**config.mk**
```make
export PLATFORM = sky130hd
export DESIGN_NAME = lcs_gap_cell
export DESIGN_NICKNAME = d
export VERILOG_FILES = /design/src/rtl/lcs_tok_pkg.sv /design/src/rtl/sat_inc.sv /design/src/rtl/tok_arbiter.sv /design/src/rtl/tok_scorer.sv /design/src/rtl/tok_result.sv /design/src/rtl/lcs_gap_cell.sv
export SDC_FILE = /design/constraint.sdc
export NUM_CORES = 1
export LEC_CHECK = 0
export BUFFER_PORTS_ARGS = -buffer_cell sky130_fd_sc_hd__clkbuf_2
export CAP_MARGIN = 20
export CORE_ASPECT_RATIO = 1.25
export CORE_MARGIN = 2
export CORE_UTILIZATION = 49
export DETAILED_ROUTE_END_ITERATION = 8
export HOLD_SLACK_MARGIN = 0.12
export PLACE_DENSITY = 0.78
export SKIP_CTS_REPAIR_TIMING = 1
export SLEW_MARGIN = 40
export SYNTH_ARGS = -nofsm -noshare
export SYNTH_HDL_FRONTEND = slang
export SYNTH_SLANG_ARGS = --single-unit
```
**constraint.sdc**
```tcl
create_clock -name clk -period 5.9 [get_ports clk]
set_clock_uncertainty 0.05 [all_clocks]
set_input_delay 1.18 -clock clk [delete_from_list [all_inputs] [get_ports clk]]
set_output_delay 1.18 -clock clk [all_outputs]
set_load 0.01 [all_outputs]
```
**src/rtl/lcs_tok_pkg.sv**
```systemverilog
// Package: shared token type and ranking function for the gap-aware cell.
// Assumes Length and Gap counts of fixed width set here for the whole array.
package lcs_tok_pkg;

    parameter int TOK_LEN_W = 8;
    parameter int TOK_GAP_W = 8;

    typedef struct packed {
        logic                 valid;
        logic [TOK_LEN_W-1:0] len;
        logic [TOK_GAP_W-1:0] gap;
    } tok_t;

    // True when token x ranks strictly above token y (Length first, then fewer gaps).
    function automatic logic tok_beats(input tok_t x, input tok_t y);
        logic res;
        res = 1'b0;
        if (x.valid) begin
            if (!y.valid)
                res = 1'b1;
            else if (x.len > y.len)
                res = 1'b1;
            else if ((x.len == y.len) && (x.gap < y.gap))
                res = 1'b1;
        end
        return res;
    endfunction

endpackage

```
**src/rtl/sat_inc.sv**
```systemverilog
// Module: saturating conditional incrementer.
// Adds one to the input when enabled, holding at the all-ones value.
// Assumes W >= 1; purely combinational.
module sat_inc #(
    parameter int W = 8
) (
    input  logic [W-1:0] val_i,
    input  logic         en_i,
    output logic [W-1:0] val_o
);
    localparam logic [W-1:0] TOP = {W{1'b1}};

    // Increment unless disabled or already saturated.
    always_comb begin
        if (en_i && (val_i != TOP))
            val_o = val_i + {{(W-1){1'b0}}, 1'b1};
        else
            val_o = val_i;
    end
endmodule

```
**src/rtl/tok_arbiter.sv**
```systemverilog
// Module: two-port token arbiter.
// Picks the higher-ranked of the South and East tokens.
// On a full tie the South token is chosen. Invalid ports never win.
// Purely combinational.
module tok_arbiter
    import lcs_tok_pkg::*;
(
    input  tok_t south_i,
    input  tok_t east_i,
    output tok_t win_o
);
    logic east_wins;

    // East is chosen only when it strictly outranks South.
    always_comb begin
        east_wins = tok_beats(east_i, south_i);
        if (east_wins)
            win_o = east_i;
        else if (south_i.valid)
            win_o = south_i;
        else
            win_o = '0;
    end
endmodule

```
**src/rtl/tok_scorer.sv**
```systemverilog
// Module: applies a cell's match and gap flags to a token.
// Length and Gap each step by one, saturating.
// The valid bit passes through unchanged. Combinational.
module tok_scorer
    import lcs_tok_pkg::*;
(
    input  tok_t tok_i,
    input  logic match_i,
    input  logic gap_i,
    output tok_t tok_o
);
    localparam int NCNT = 2;

    logic [NCNT-1:0] en;
    logic [TOK_LEN_W-1:0] len_n;
    logic [TOK_GAP_W-1:0] gap_n;

    // Increments happen only on a live token.
    always_comb begin
        en[0] = tok_i.valid & match_i;
        en[1] = tok_i.valid & gap_i;
    end

    // One saturating counter per score field.
    generate
        for (genvar k = 0; k < NCNT; k++) begin : g_cnt
            if (k == 0) begin : g_len
                sat_inc #(.W(TOK_LEN_W)) u_inc (
                    .val_i (tok_i.len),
                    .en_i  (en[k]),
                    .val_o (len_n)
                );
            end else begin : g_gap
                sat_inc #(.W(TOK_GAP_W)) u_inc (
                    .val_i (tok_i.gap),
                    .en_i  (en[k]),
                    .val_o (gap_n)
                );
            end
        end
    endgenerate

    // Reassemble the scored token.
    always_comb begin
        tok_o.valid = tok_i.valid;
        tok_o.len   = len_n;
        tok_o.gap   = gap_n;
    end
endmodule

```
**src/rtl/tok_result.sv**
```systemverilog
// Module: best-so-far result store for a chain-end cell.
// Keeps the highest-ranked offered token. Clear empties the store.
// A token offered together with clear is loaded without comparison.
// Assumes cand_i.valid is high only for tokens meant for storage.
module tok_result
    import lcs_tok_pkg::*;
(
    input  logic clk,
    input  logic rst_n,
    input  logic clear_i,
    input  tok_t cand_i,
    output tok_t best_o
);
    tok_t best_q;

    // Update the held result: reset, clear-with-load, or keep the better token.
    always_ff @(posedge clk) begin
        if (!rst_n)
            best_q <= '0;
        else if (clear_i)
            best_q <= cand_i.valid ? cand_i : '0;
        else if (tok_beats(cand_i, best_q))
            best_q <= cand_i;
    end

    assign best_o = best_q;

    // a held result is never lost without a clear.
    a_r9_keep_result: assert property (@(posedge clk) disable iff (!rst_n)
        (best_q.valid && !clear_i) |=> best_q.valid);

    // an offer that does not outrank the held result leaves it unchanged.
    a_r9_no_downgrade: assert property (@(posedge clk) disable iff (!rst_n)
        (best_q.valid && !clear_i && !tok_beats(cand_i, best_q)) |=> $stable(best_q));

    // a clear with no offer empties the store.
    a_r10_clear_empties: assert property (@(posedge clk) disable iff (!rst_n)
        (clear_i && !cand_i.valid) |=> !best_q.valid);

    // a clear with an offer loads exactly that offer.
    a_r10_clear_loads: assert property (@(posedge clk) disable iff (!rst_n)
        (clear_i && cand_i.valid) |=> (best_q == $past(cand_i)));
endmodule

```
**src/rtl/lcs_gap_cell.sv**
```systemverilog
// Module: gap-aware subsequence token cell (top).
// Arbitrates South/East arrivals, scores the winner with the match and gap
// flags, then either forwards it (bypass closed) or offers it to the
// best-so-far store (bypass open). Forward output is registered, latency 1.
// Assumes synchronous active-low reset and inputs stable around the clock edge.
module lcs_gap_cell
    import lcs_tok_pkg::*;
(
    input  logic                 clk,
    input  logic                 rst_n,
    input  logic                 s_valid,
    input  logic [TOK_LEN_W-1:0] s_len,
    input  logic [TOK_GAP_W-1:0] s_gap,
    input  logic                 e_valid,
    input  logic [TOK_LEN_W-1:0] e_len,
    input  logic [TOK_GAP_W-1:0] e_gap,
    input  logic                 match_i,
    input  logic                 gap_i,
    input  logic                 bypass_ws_i,
    input  logic                 clear_i,
    output logic                 fwd_valid,
    output logic [TOK_LEN_W-1:0] fwd_len,
    output logic [TOK_GAP_W-1:0] fwd_gap,
    output logic                 best_valid,
    output logic [TOK_LEN_W-1:0] best_len,
    output logic [TOK_GAP_W-1:0] best_gap
);
    localparam logic [TOK_LEN_W-1:0] LEN_MAX = {TOK_LEN_W{1'b1}};

    tok_t tok_s, tok_e, tok_win, tok_scored, tok_store, fwd_q, best_t;

    // Pack the port tokens.
    always_comb begin
        tok_s = '{valid: s_valid, len: s_len, gap: s_gap};
        tok_e = '{valid: e_valid, len: e_len, gap: e_gap};
    end

    tok_arbiter u_arb (
        .south_i (tok_s),
        .east_i  (tok_e),
        .win_o   (tok_win)
    );

    tok_scorer u_score (
        .tok_i   (tok_win),
        .match_i (match_i),
        .gap_i   (gap_i),
        .tok_o   (tok_scored)
    );

    // Route the scored token to the store only when the bypass is open.
    always_comb begin
        tok_store = tok_scored;
        tok_store.valid = tok_scored.valid & ~bypass_ws_i;
    end

    // Register the forwarded token; empty when nothing passes through.
    always_ff @(posedge clk) begin
        if (!rst_n)
            fwd_q <= '0;
        else if (tok_scored.valid && bypass_ws_i)
            fwd_q <= tok_scored;
        else
            fwd_q <= '0;
    end

    tok_result u_res (
        .clk     (clk),
        .rst_n   (rst_n),
        .clear_i (clear_i),
        .cand_i  (tok_store),
        .best_o  (best_t)
    );

    // Drive the flat output ports.
    always_comb begin
        fwd_valid  = fwd_q.valid;
        fwd_len    = fwd_q.len;
        fwd_gap    = fwd_q.gap;
        best_valid = best_t.valid;
        best_len   = best_t.len;
        best_gap   = best_t.gap;
    end

    // an open bypass never forwards.
    a_r8_no_fwd_open: assert property (@(posedge clk) disable iff (!rst_n)
        !bypass_ws_i |=> !fwd_valid);

    // a closed bypass leaves the held result untouched.
    a_r8_store_idle: assert property (@(posedge clk) disable iff (!rst_n)
        (bypass_ws_i && !clear_i) |=> $stable(best_t));

    // no arrival, no forward.
    a_r11_idle: assert property (@(posedge clk) disable iff (!rst_n)
        (!s_valid && !e_valid) |=> !fwd_valid);

    // a lone South token through a matching cell gains one Length.
    a_r2_len_step: assert property (@(posedge clk) disable iff (!rst_n)
        (s_valid && !e_valid && bypass_ws_i && match_i && (s_len != LEN_MAX))
        |=> (fwd_valid && fwd_len == $past(s_len) + 1'b1));

    // Length at the top stays at the top.
    a_r4_len_sat: assert property (@(posedge clk) disable iff (!rst_n)
        (s_valid && !e_valid && bypass_ws_i && match_i && (s_len == LEN_MAX))
        |=> (fwd_len == LEN_MAX));

    // the longer East token wins over a shorter South token.
    a_r5_longer_wins: assert property (@(posedge clk) disable iff (!rst_n)
        (s_valid && e_valid && bypass_ws_i && !match_i && !gap_i && (e_len > s_len))
        |=> (fwd_len == $past(e_len) && fwd_gap == $past(e_gap)));
endmodule

```
==> results of run 1 <==
[worst max-delay path, stage by stage]
cell and delay, ns:
sky130_fd_sc_hd__buf_8 0.10, sky130_fd_sc_hd__inv_4 0.05, sky130_fd_sc_hd__ha_4 0.19, sky130_fd_sc_hd__a211oi_2 0.21, sky130_fd_sc_hd__nor2_2 0.08, sky130_fd_sc_hd__o311a_4 0.38
sky130_fd_sc_hd__a211oi_4 0.35, sky130_fd_sc_hd__buf_6 0.18, sky130_fd_sc_hd__nand3_1 0.10, sky130_fd_sc_hd__nand2_2 0.12, sky130_fd_sc_hd__ha_4 0.16, sky130_fd_sc_hd__nand4_1 0.11
sky130_fd_sc_hd__nor2_1 0.14, sky130_fd_sc_hd__nor2_2 0.06, sky130_fd_sc_hd__and2_4 0.18, sky130_fd_sc_hd__a32oi_4 0.24, sky130_fd_sc_hd__o21bai_4 0.18, sky130_fd_sc_hd__xnor2_2 0.15
sky130_fd_sc_hd__inv_2 0.07, sky130_fd_sc_hd__ha_4 0.27, sky130_fd_sc_hd__a21oi_1 0.06, sky130_fd_sc_hd__nor2b_1 0.26, sky130_fd_sc_hd__o41ai_4 0.10, sky130_fd_sc_hd__a211o_1 0.34
sky130_fd_sc_hd__o31ai_4 0.32, sky130_fd_sc_hd__buf_6 0.19, sky130_fd_sc_hd__nor2_4 0.08, sky130_fd_sc_hd__o22ai_1 0.15
[kinds of logic (layout without fill, tap and decap cells)]
| logic type | Yosys count | count (layout) | synth area share (%) |
|---|---|---|---|
| and+or+nand+nor | 144 | 145 | 26.0 |
| AOI/OAI and AO/OA | 84 | 84 | 22.0 |
| buffers and inverters | 50 | 189 | 7.08 |
| DFF | 34 | 34 | 23.3 |
| adders and majority gates | 32 | 32 | 13.7 |
| xor gates and xnor gates | 16 | 16 | 4.80 |
| muxes | 8 | 8 | 3.04 |
[how the worst min path moves through the flow]
| stage | start | end | slack [ns] | cells past startpoint |
|---|---|---|---|---|
| 2_1_floorplan | u_res.best_o[13] | u_res.best_o[13] | 0.45 | 2 |
| 5_1_grt | u_res.best_o[10] | u_res.best_o[10] | 0.47 | 2 |
| 6_report | u_res.best_o[10] | u_res.best_o[10] | 0.45 | 2 |
| 3_3_place_gp | u_res.best_o[13] | u_res.best_o[13] | 0.42 | 2 |
| 4_1_cts | u_res.best_o[11] | u_res.best_o[11] | 0.44 | 2 |
| 3_5_place_dp | u_res.best_o[11] | u_res.best_o[11] | 0.43 | 2 |
[power groups by stage]
stage	sequential (mW)	combinational, mW	clock [mW]
3_5_place_dp	0.255	0.282	0
3_3_place_gp	0.254	0.276	0
6_report	0.250	0.347	0.158
4_1_cts	0.250	0.284	0.159
2_1_floorplan	0.260	0.161	0
5_1_grt	0.252	0.379	0.170
[area by class of cell]
class	count	area (um2)
Multi-Input combinational cell	285	2350
Timing Repair Buffer	141	905
Sequential cell	34	681
Tap cell	66	82.6
Clock buffer	7	76.3
Fill cell	417	1520
Inverter	41	159
[per-layer routing]
metal | up-vias | part of all wire (%) | GRT usage, %
met1 | 1503 | 41 | 30.1
met3 | 35 | 4.9 | 2.34
met2 | 142 | 50 | 41.0
li1 | 1594 | - | -
met4 | 0 | 4.2 | 9.88
met5 | - | 0 | 0
[state kept, by name, indices dropped and copies added (netlist names)]
register      count
fwd_valid         1
fwd_gap           8
u_res.best_o     17
fwd_len           8
[per-stage QoR]
stage	instances	power [mW]
2_1_floorplan	368	0.421
6_report	574	0.755
4_1_cts	558	0.693
3_5_place_dp	551	0.536
3_3_place_gp	551	0.531
5_1_grt	574	0.801
[cells in the final DEF (no fill, tap or decap), types with 5 or more instances in the layout]
master	instances
sky130_fd_sc_hd__nor3_1	6
sky130_fd_sc_hd__nand3_1	20
sky130_fd_sc_hd__ha_4	9
sky130_fd_sc_hd__o22ai_1	6
sky130_fd_sc_hd__dfxtp_1	34
sky130_fd_sc_hd__nor2b_1	6
sky130_fd_sc_hd__and2_1	12
sky130_fd_sc_hd__nand2_1	30
sky130_fd_sc_hd__o21ai_2	8
sky130_fd_sc_hd__clkbuf_2	71
sky130_fd_sc_hd__nand4_1	9
sky130_fd_sc_hd__nor2_1	24
sky130_fd_sc_hd__inv_1	35
sky130_fd_sc_hd__xor2_1	6
sky130_fd_sc_hd__buf_4	63
sky130_fd_sc_hd__o21ai_0	12
sky130_fd_sc_hd__clkbuf_8	5
sky130_fd_sc_hd__ha_1	23
sky130_fd_sc_hd__and3_1	10
sky130_fd_sc_hd__a21boi_1	5
sky130_fd_sc_hd__buf_6	5
sky130_fd_sc_hd__a21oi_1	10
sky130_fd_sc_hd__a21o_1	5
sky130_fd_sc_hd__xnor2_1	8
==> impl_summary.md, run 1 <==
Yosys
The cell type with the highest aggregate area in the netlist is sky130_fd_sc_hd__dfxtp_1. The post-synthesis cell type count is 60. The synthesized design devotes to its leading area cell type 23.3% of total area. The number of synthesized flops with an enable pin is 0.

The synthesized area per cell is 7.93 um2. Among all cell types in the netlist, the one instantiated most often is sky130_fd_sc_hd__inv_1. In the synthesized netlist, the number of instances is ~370.

In the synthesized netlist, the cells that appear most often are 41 x sky130_fd_sc_hd__inv_1, 34 x sky130_fd_sc_hd__dfxtp_1, 32 x sky130_fd_sc_hd__ha_1, 32 x sky130_fd_sc_hd__nand2_1, 26 x sky130_fd_sc_hd__nor2_1. In the synthesized netlist the dominant register cell turns out to be sky130_fd_sc_hd__dfxtp_1. The async set-reset flop share out of synthesis is 0%. The synthesized cell area is between 2000 and 3000 um2. Synthesis produced a netlist with a net count of 440. In the post-synthesis netlist, the biggest area contributors are sky130_fd_sc_hd__dfxtp_1 23%, sky130_fd_sc_hd__ha_1 14%, sky130_fd_sc_hd__inv_1 5.3%, sky130_fd_sc_hd__nand2_1 4.1%, sky130_fd_sc_hd__nand3_1 3.4%. After synthesis the netlist holds a flip-flop and latch count of 34.

For this run, the register share of the synthesized area comes to 23.3%. The number of warnings issued by yosys is 0.

Routing
In the routed layout, each cell is associated on average with a via count of 5.70. The number of vias after detailed routing is 3274. After detailed routing, the average wire length per cell comes to approximately 15 um. The iteration count of the initial detailed-routing pass is 5. In this run the remaining antenna-violating nets after routing total 0. The routed wire length is 8.87 mm. The remaining routing DRC violations is 0. After the first detailed-routing iteration, the DRC count stood at 222.

Floorplan
The area of the die is between 6000 and 7000 um2. Row generation in the floorplan step produced 31 rows. The top-level I/O count is 74. In this run the standard cell core region covers 5780 um2. Once the floorplan was initialized, standard cells occupied approximately 50% of the core. The floorplan step set the die height to roughly 90 um.

The die is 73.0 um wide.

Critical path
The worst setup path is of the in -> reg kind. The worst setup path endpoint is u_res.best_o[11]. The nature of the critical path startpoint is an input port. The worst setup path is captured at a flop.

Of all nets on the critical path, the largest fanout is 6. STA puts the critical path data arrival time at 6.01 ns. The worst flop-to-flop path endpoint is u_res.best_o[11]. The required time of the worst setup path is ~6 ns. The worst reg2reg path startpoint is u_res.best_o[12]. The most critical setup path has its startpoint at s_len[5]. The depth of the worst register-to-register path is 11. The slack of the worst reg-to-reg path is 3.14 ns.

Global route
The initial antenna violation count was 0. Global routing used 24.0% of the available tracks across all layers. The number of global-route vias before repair came to 2944. Entering global routing, the biggest net connects 27 pins. The first-pass GRT wire length is 13.0 mm.

The total congestion overflow is 0.

Finish
The share of cells above drive strength 1 is 42.1%. The number of nets in the finished design is 580. From synthesis to final layout, the design area changed by 45.9%. The utilization after layout is 73.7%. The total non-filler cell area in the finished layout is approximately 4300 um2.

The number of antenna diodes in the final layout is 0.

Timing
The max-slew violation count is 0. In this run the tightest slew margin relative to its limit is 42.2%. The final hold violation count came to 0. The final worst hold slack is around 0.45 ns. The accumulated negative setup slack is 0 ns. The highest clock rate is 171 MHz. Of the available clock period, the critical path in the final layout requires 99.2%. After layout, the minimum clock period comes to 5.85 ns.

The total of endpoints with negative setup slack in the final report is 0. Setup repair after global routing could not meet its margin everywhere. The transition time at the pin with the least slew margin is 0.863 ns.

The worst path meets setup with 0.0463 ns of slack.

Placement
The congestion estimate from routability-driven global placement came to approximately 0.94. The quantity of I/O buffers inserted on ports is 73. The worst setup slack after placement is -0.364 ns.

Summing all placed instances gives a cell area of 3750 um2. Once detailed placement completed, the half-perimeter wirelength came to 6.47 mm.

Power
Combinational logic burns 46.0% of the power. The worst-case vdd ir drop is 0.106 mV. The clock network accounts for 20.9% of the total power. Internal power comes to 491 uW.

Summed over all nets, the switching power comes to 264 uW. Of the total power, registers draw 33.1%. Of the total power, the share spent switching nets is 35.0%.

The leakage power figure is 1.96 nW. The power per cell area is 177 nW/um2.

Job
Across the run, the number of max-cap violations was 0.

Clock network
The number of H-tree branching levels is 2. The number of clock buffers added by TritonCTS is 5. The root cell of the clock tree is sky130_fd_sc_hd__clkbuf_8. After clock tree synthesis, the clock-pin slew on the worst setup and hold paths is 0.06 ns. The clock insertion delay at the later pin of the skew report is just under 0.3 ns.

The CTS tree is yes. CTS saw 34 sinks. The buffer levels on the longest clock path is 2.

Run status
The flow ran to the end, and the final reports show no timing, DRC or antenna violations.

Min path
The path category of the worst min-delay check is reg -> reg.
Power figures use the tool's default switching activity.
==> run 2: changes to the inputs <==
--- a/config.mk
+++ b/config.mk
@@ -7,7 +7,6 @@
 export LEC_CHECK = 0
 export BUFFER_PORTS_ARGS = -buffer_cell sky130_fd_sc_hd__clkbuf_2
 export CAP_MARGIN = 20
-export CORE_ASPECT_RATIO = 1.25
 export CORE_MARGIN = 2
 export CORE_UTILIZATION = 49
 export DETAILED_ROUTE_END_ITERATION = 8
==> run 2 against run 1 <==
The flow now finishes with violations (setup timing); power grew 0.66%; clock power grew 6%; cell count grew 0.17%; sequential share of layout area grew 0.16 points; die area is essentially flat; sequential cell count is the same; register-to-register slack lost 0.04 ns; combinational power shrank 1%; sequential power is essentially flat.
==> impl_summary.md, run 2 (same netlist as run 1, synthesis figures left out) <==
Routing
The post-route antenna net violation count is 0. The DRC violation total after the first TritonRoute iteration is 169. The remaining routing DRC violations is 0. The vias per cell is 5.61. The routed wire length is between 9 and 10 mm.

The iteration count of the initial detailed-routing pass is 5. The number of vias after detailed routing is 3226. The per-cell routed wire length is 15.8 um.

Floorplan
The top-level I/O count is 74. The die covers between 6000 and 7000 um2. Once the floorplan was initialized, standard cells occupied 49.9% of the core. The number of placement rows is 28.

The die height is 81.2 um. The die width is 81.2 um. The core footprint is 5850 um2.

Placement
The final estimated routing congestion in global placement is approximately 0.96. The post-DP HPWL is 6.81 mm. In this run, placement finished with an instance count of roughly 550. The count of buffers added on input and output ports is 73. The placement-stage cell area is approximately 3700 um2.

Clock network
At the later pin of the worst-skew pair, clock insertion delay measures 0.28 ns. The CTS tree is yes. The number of clock sinks is 34. The clock-pin transition on the worst setup and hold timing paths is around 0.060 ns. The number of buffers inserted during clock tree synthesis is 5.

The buffer levels on the longest clock path is 2. The cell sitting at the root of the clock tree is a sky130_fd_sc_hd__clkbuf_8. The number of H-tree branching levels is 2.

Critical path
The critical path is of the in -> reg type. Among all stages on the critical path, the largest delay is contributed by sky130_fd_sc_hd__or3_4. The stage delay of the slowest cell on the critical path is approximately 0.41 ns. The nature of the critical path startpoint is an input port. The critical path capture point type is a flop. The cell family contributing the most delay on the critical path is compound AO/OA/AOI/OAI gates. Data on the critical path is required at its endpoint by 6.03 ns.

Walking the worst path, the cells encountered are clkbuf_2, inv_1, ha_1, a21oi_1, nand4bb_4, a211oi_4, mux2_4, inv_4, ha_4, o211ai_1, buf_4, buf_4, nor3_2, a21o_1, inv_2, ha_4, nand4_1, or3_4, a21oi_4, o41ai_4, a211o_1, o31a_4, and3_4, o2bb2ai_4. Counting both buffers and inverters, the worst setup path holds a total of 6. Data arrives at the worst endpoint at around 6 ns. In this run the worst path has a maximum fanout of 6.

Timing
The post-route minimum period is 5.95 ns. Setup repair after global routing could not meet its margin everywhere. The share of the cycle needed by the critical path after routing is 101%. The highest clock rate is 168 MHz.

The headroom to the max-slew limit is 46.6%. After layout, the worst setup slack is -0.0496 ns. The final hold violation count is 0. The max-slew violation count is 0.

The total of endpoints with negative setup slack in the final report is 8. The transition time at the pin with the least slew margin is 0.798 ns.

Run status
The checks that failed: setup timing. The flow ran to the end, but the final reports show violations.

Finish
At the end of the flow, the number of nets in the layout was 573. The multi-input combinational cells in the finished layout cover a total of 2340 um2. The number of antenna diodes in the final layout is 0. Counting the fill cells in the layout gives 439.

With fillers left out, the area of the finished cells amounts to about 4200 um2. The area of all sequential standard cells is 681 um2. From synthesis to final layout, the design area changed by 44.4%. The number of flip-flops under the largest register name is 17. In the layout the commonest cells are 70 x sky130_fd_sc_hd__clkbuf_2, 61 x sky130_fd_sc_hd__buf_4, 36 x sky130_fd_sc_hd__inv_1. The final non-filler cell total is 575. The most frequent standard cell in the layout excluding fill and tap cells is sky130_fd_sc_hd__clkbuf_2. The post-route netlist has 40.6% of its cells at a drive strength greater than 1. The utilization after layout is 72.0%.

Global route
The first global-routing pass estimated 13.6 mm of wire. The total congestion overflow is 0. The global routing stage identified its most utilized layer as met2.

Entering global routing, the biggest net connects 27 pins. The initial antenna violation count is 0. Global routing consumed, on the met1 layer, 33.3% of the routing resources. The global-route total usage across every layer is 26.3%. The number of global-route vias before repair is a little under 3000. The met2 capacity usage during global routing is 45.7%. Global routing consumed, on the met3 layer, 3.33% of the routing resources.

Power
VDD sags by at most between 0.15 and 0.2 mV. The power per cell area is about 180 nW/um2. The leakage power figure is 1.94 nW.

Min path
The path category of the worst min-delay check is reg -> reg.

Job
Across the run, the number of max-cap violations was 0.
## run 2: power breakdown
group	switching (mW)	internal, mW
logic	0.180	0.162
registers	0.00804	0.242
clock network	0.0783	0.0899
## run 2: final timing paths
check                                       from          endpoint  slack, ns  cells past startpoint
worst max-delay path                    s_len[3]  u_res.best_o[15]      -0.05                     24
worst min-delay path             u_res.best_o[4]   u_res.best_o[4]       0.45                      2
worst max register to register  u_res.best_o[12]  u_res.best_o[15]       3.10                     10
worst min register to register   u_res.best_o[4]   u_res.best_o[4]       0.45                      2
## run 2: cell type report
class / count / share of cell area [%]
multi-input cells: 284 / 55.6
well taps: 75 / 2.23
inverters: 41 / 3.77
repair buffers: 135 / 20.3
flip-flops and latches: 34 / 16.2
clock buffers: 6 / 1.96
## run 2: routing by layer
layer	wire length, um	up-vias
met5	0	-
met4	198	0
met3	517	18
met2	4490	141
met1	3900	1499
li1	-	1568
## run 2: worst register-to-register path, delay by kind of cell, from the launching register on
| kind | cells | cell delay [ns] |
|---|---|---|
| flip-flops | 1 | 0.39 |
| adder cells (fa/ha/maj) | 1 | 0.30 |
| AND/OR/NAND/NOR | 3 | 0.73 |
| buffers and inverters | 1 | 0.06 |
| AO/OA/AOI/OAI | 5 | 1.17 |
## run 2: metrics by stage
step / setup TNS, ns / total power [mW] / worst slack, ns / hold slack [ns]
global placement: -3.17 / 0.529 / -0.298 / 0.428
global route: -3.47 / 0.805 / -0.256 / 0.458
CTS: -0.669 / 0.701 / -0.138 / 0.449
detailed placement: -5.09 / 0.537 / -0.408 / 0.440
floorplan: 0 / 0.421 / 0.0111 / 0.448
finish: -0.291 / 0.760 / -0.0496 / 0.451
==> run 3: changes to the inputs <==
--- a/config.mk
+++ b/config.mk
@@ -11,7 +11,7 @@
 export CORE_UTILIZATION = 49
 export DETAILED_ROUTE_END_ITERATION = 8
 export HOLD_SLACK_MARGIN = 0.12
-export PLACE_DENSITY = 0.78
+export PLACE_DENSITY_LB_ADDON = 0.12
 export SKIP_CTS_REPAIR_TIMING = 1
 export SLEW_MARGIN = 40
 export SYNTH_ARGS = -nofsm -noshare
==> run 3 against run 2 <==
The flow now finishes without violations; worst setup slack gained 0.17 ns; critical path depth grew 1; non-clock buffer count is the same; clock power shrank 4%; final area shrank 1.3%; maximum frequency grew 3.0%.
==> impl_summary.md, run 3 (same netlist as run 1, synthesis figures left out) <==
Finish
In the layout the commonest cells are 72 x sky130_fd_sc_hd__clkbuf_2, 59 x sky130_fd_sc_hd__buf_4, 38 x sky130_fd_sc_hd__inv_1. Summing all multi-input logic gate instances after layout gives 2300 um2. The count of cells in the finished layout, fillers not included, comes to 577. The total non-filler cell area in the finished layout is 4160 um2. The most frequent standard cell in the layout excluding fill and tap cells is sky130_fd_sc_hd__clkbuf_2. The total inserted antenna cells is 0. After the last flow step, the layout net total stands at 574. For this run, the share of the core covered by cells in the final layout is 71.1%. Summing all flip-flop and latch instances after layout gives 681 um2. Cells with a size suffix above 1 make up 40.2% of the layout. The filler cells instantiated in the layout total 431. The relative area change from synthesis to final layout is 42.6%. The number of flip-flops under the largest register name is 17.

Timing
The total of endpoints with negative setup slack in the final report is 0. Measured against its own limit, the worst slew margin works out to 41.6%. Across all hold checks on the routed design, the worst slack comes to 0.448 ns. After routing, the total negative slack on setup checks comes to 0 ns. The final hold violation count is 0. The transition time at the pin with the least slew margin is 0.873 ns. The max-slew violation count was 0. The worst path meets setup with roughly 0.12 ns of slack. The share of the cycle needed by the critical path after routing is 97.9%.

The post-route minimum period is between 5 and 6 ns. The highest clock rate is 173 MHz.

Placement
The post-DP HPWL is ~6.4 mm. Prior to clock tree synthesis, the placed netlist has a worst setup slack of -0.233 ns. The quantity of I/O buffers inserted on ports is 73. Routability-driven placement finished with a final weighted congestion of 0.864. After detailed placement, the total cell area comes to 3750 um2. The number of placed instances, taps included, is approximately 560.

Critical path
On the critical path, the stage with the largest delay is an instance of sky130_fd_sc_hd__or3_4. The cell class contributing the biggest share of worst-path delay is compound AO/OA/AOI/OAI gates. For the worst setup path, the data required time is 6.06 ns. The critical path in this run is classified as in -> reg. The worst setup path is captured at a flop. In this run the worst path has a maximum fanout of 5. The largest single stage delay on the critical path is 0.42 ns.

The worst setup path is launched from an input port. Together, buffers and inverters on the worst path number 4. The arrival time of the worst setup path is 5.94 ns.

Global route
Entering global routing, the biggest net connects 27 pins. The initial antenna violation count was 0. Summed over all layers, the global routing overflow is 0. The number of global-route vias before repair is 2824. The first global-routing pass estimated 13.0 mm of wire. Global routing consumed, over all layers together, 24.9% of the routing resources.

Power
In this run the static leakage power is 1.92 nW. The worst-case vdd ir drop is 0.139 mV. Power spread over the standard cell area amounts to about 180 nW/um2.

The design draws 743 uW.

Routing
For this block, the via count after detailed routing is 3173. In the routed design, unresolved DRC markers number 0. The DRC violation total after the first TritonRoute iteration is 233. Using the TritonRoute via totals, the vias-per-cell ratio works out to 5.50. The routed wire length is 8.45 mm.

The first TritonRoute pass finished after 4 iterations. Once detail routing completed, the nets flagged for antenna violations numbered 0. In the final routed layout, each cell accounts on average for 14.6 um.

Min path
The path category of the worst min-delay check is reg -> reg.

Clock network
The number of clock sinks is 34. The clock-pin transition on the worst setup and hold timing paths is ~0.060 ns. The clock insertion delay at the later pin of the skew report is 0.29 ns. TritonCTS created 5 clock buffers. TritonCTS built the clock tree. Counting along the longest clock path gives a buffer depth of 2. The root cell of the clock tree is sky130_fd_sc_hd__clkbuf_8. The number of H-tree branching levels is 2.

Floorplan
During I/O placement, the number of pins put on the boundary was 74. The starting density of the core is around 50%. The area of the die is 6590 um2.

The number of placement rows is 28. The die width is 81.2 um. The die height is between 80 and 90 um.

The core footprint is 5850 um2.

Run status
The flow ran to the end, and the final reports show no timing, DRC or antenna violations.

Job
The number of maximum-capacitance constraint violations is 0.
[run 3: worst min-delay path, stage by stage, from the launching register on]
cell and delay, ns:
sky130_fd_sc_hd__dfxtp_1 0.33, sky130_fd_sc_hd__nand2_1 0.06, sky130_fd_sc_hd__o2bb2ai_1 0.06
[run 3: final cells by class]
cell class                      count  area share (%)
Clock inverter                      2           0.241
Tap cell                           75            2.26
Inverter                           41            3.76
Multi-Input combinational cell    285            55.3
Sequential cell                    34            16.4
Timing Repair Buffer              135            20.4
Clock buffer                        5            1.65
[run 3: report_power, final]
group	internal [mW]	total [mW]	switching, mW
clock network	0.0791	0.162	0.0830
logic	0.159	0.331	0.172
registers	0.242	0.250	0.00770
total	0.481	0.743	0.263
[run 3: path summary, 6_finish.rpt]
path | from | to | slack [ns] | cells after the start
worst max-delay path | s_len[5] | u_res.best_o[13] | 0.12 | 25
worst min-delay path | u_res.best_o[13] | u_res.best_o[13] | 0.45 | 2
worst max register to register | u_res.best_o[12] | u_res.best_o[13] | 3.14 | 11
worst min register to register | u_res.best_o[13] | u_res.best_o[13] | 0.45 | 2
[run 3: layer usage]
| metal | part of all wire [%] | vias to the layer above | GRT usage [%] | wire length [um] |
|---|---|---|---|---|
| met5 | 0 | - | 0 | 0 |
| met4 | 2.0 | 0 | 8.64 | 165 |
| met3 | 4.8 | 18 | 3.22 | 403 |
| met2 | 47 | 125 | 40.4 | 4010 |
| met1 | 46 | 1453 | 33.9 | 3870 |
| li1 | - | 1577 | - | - |
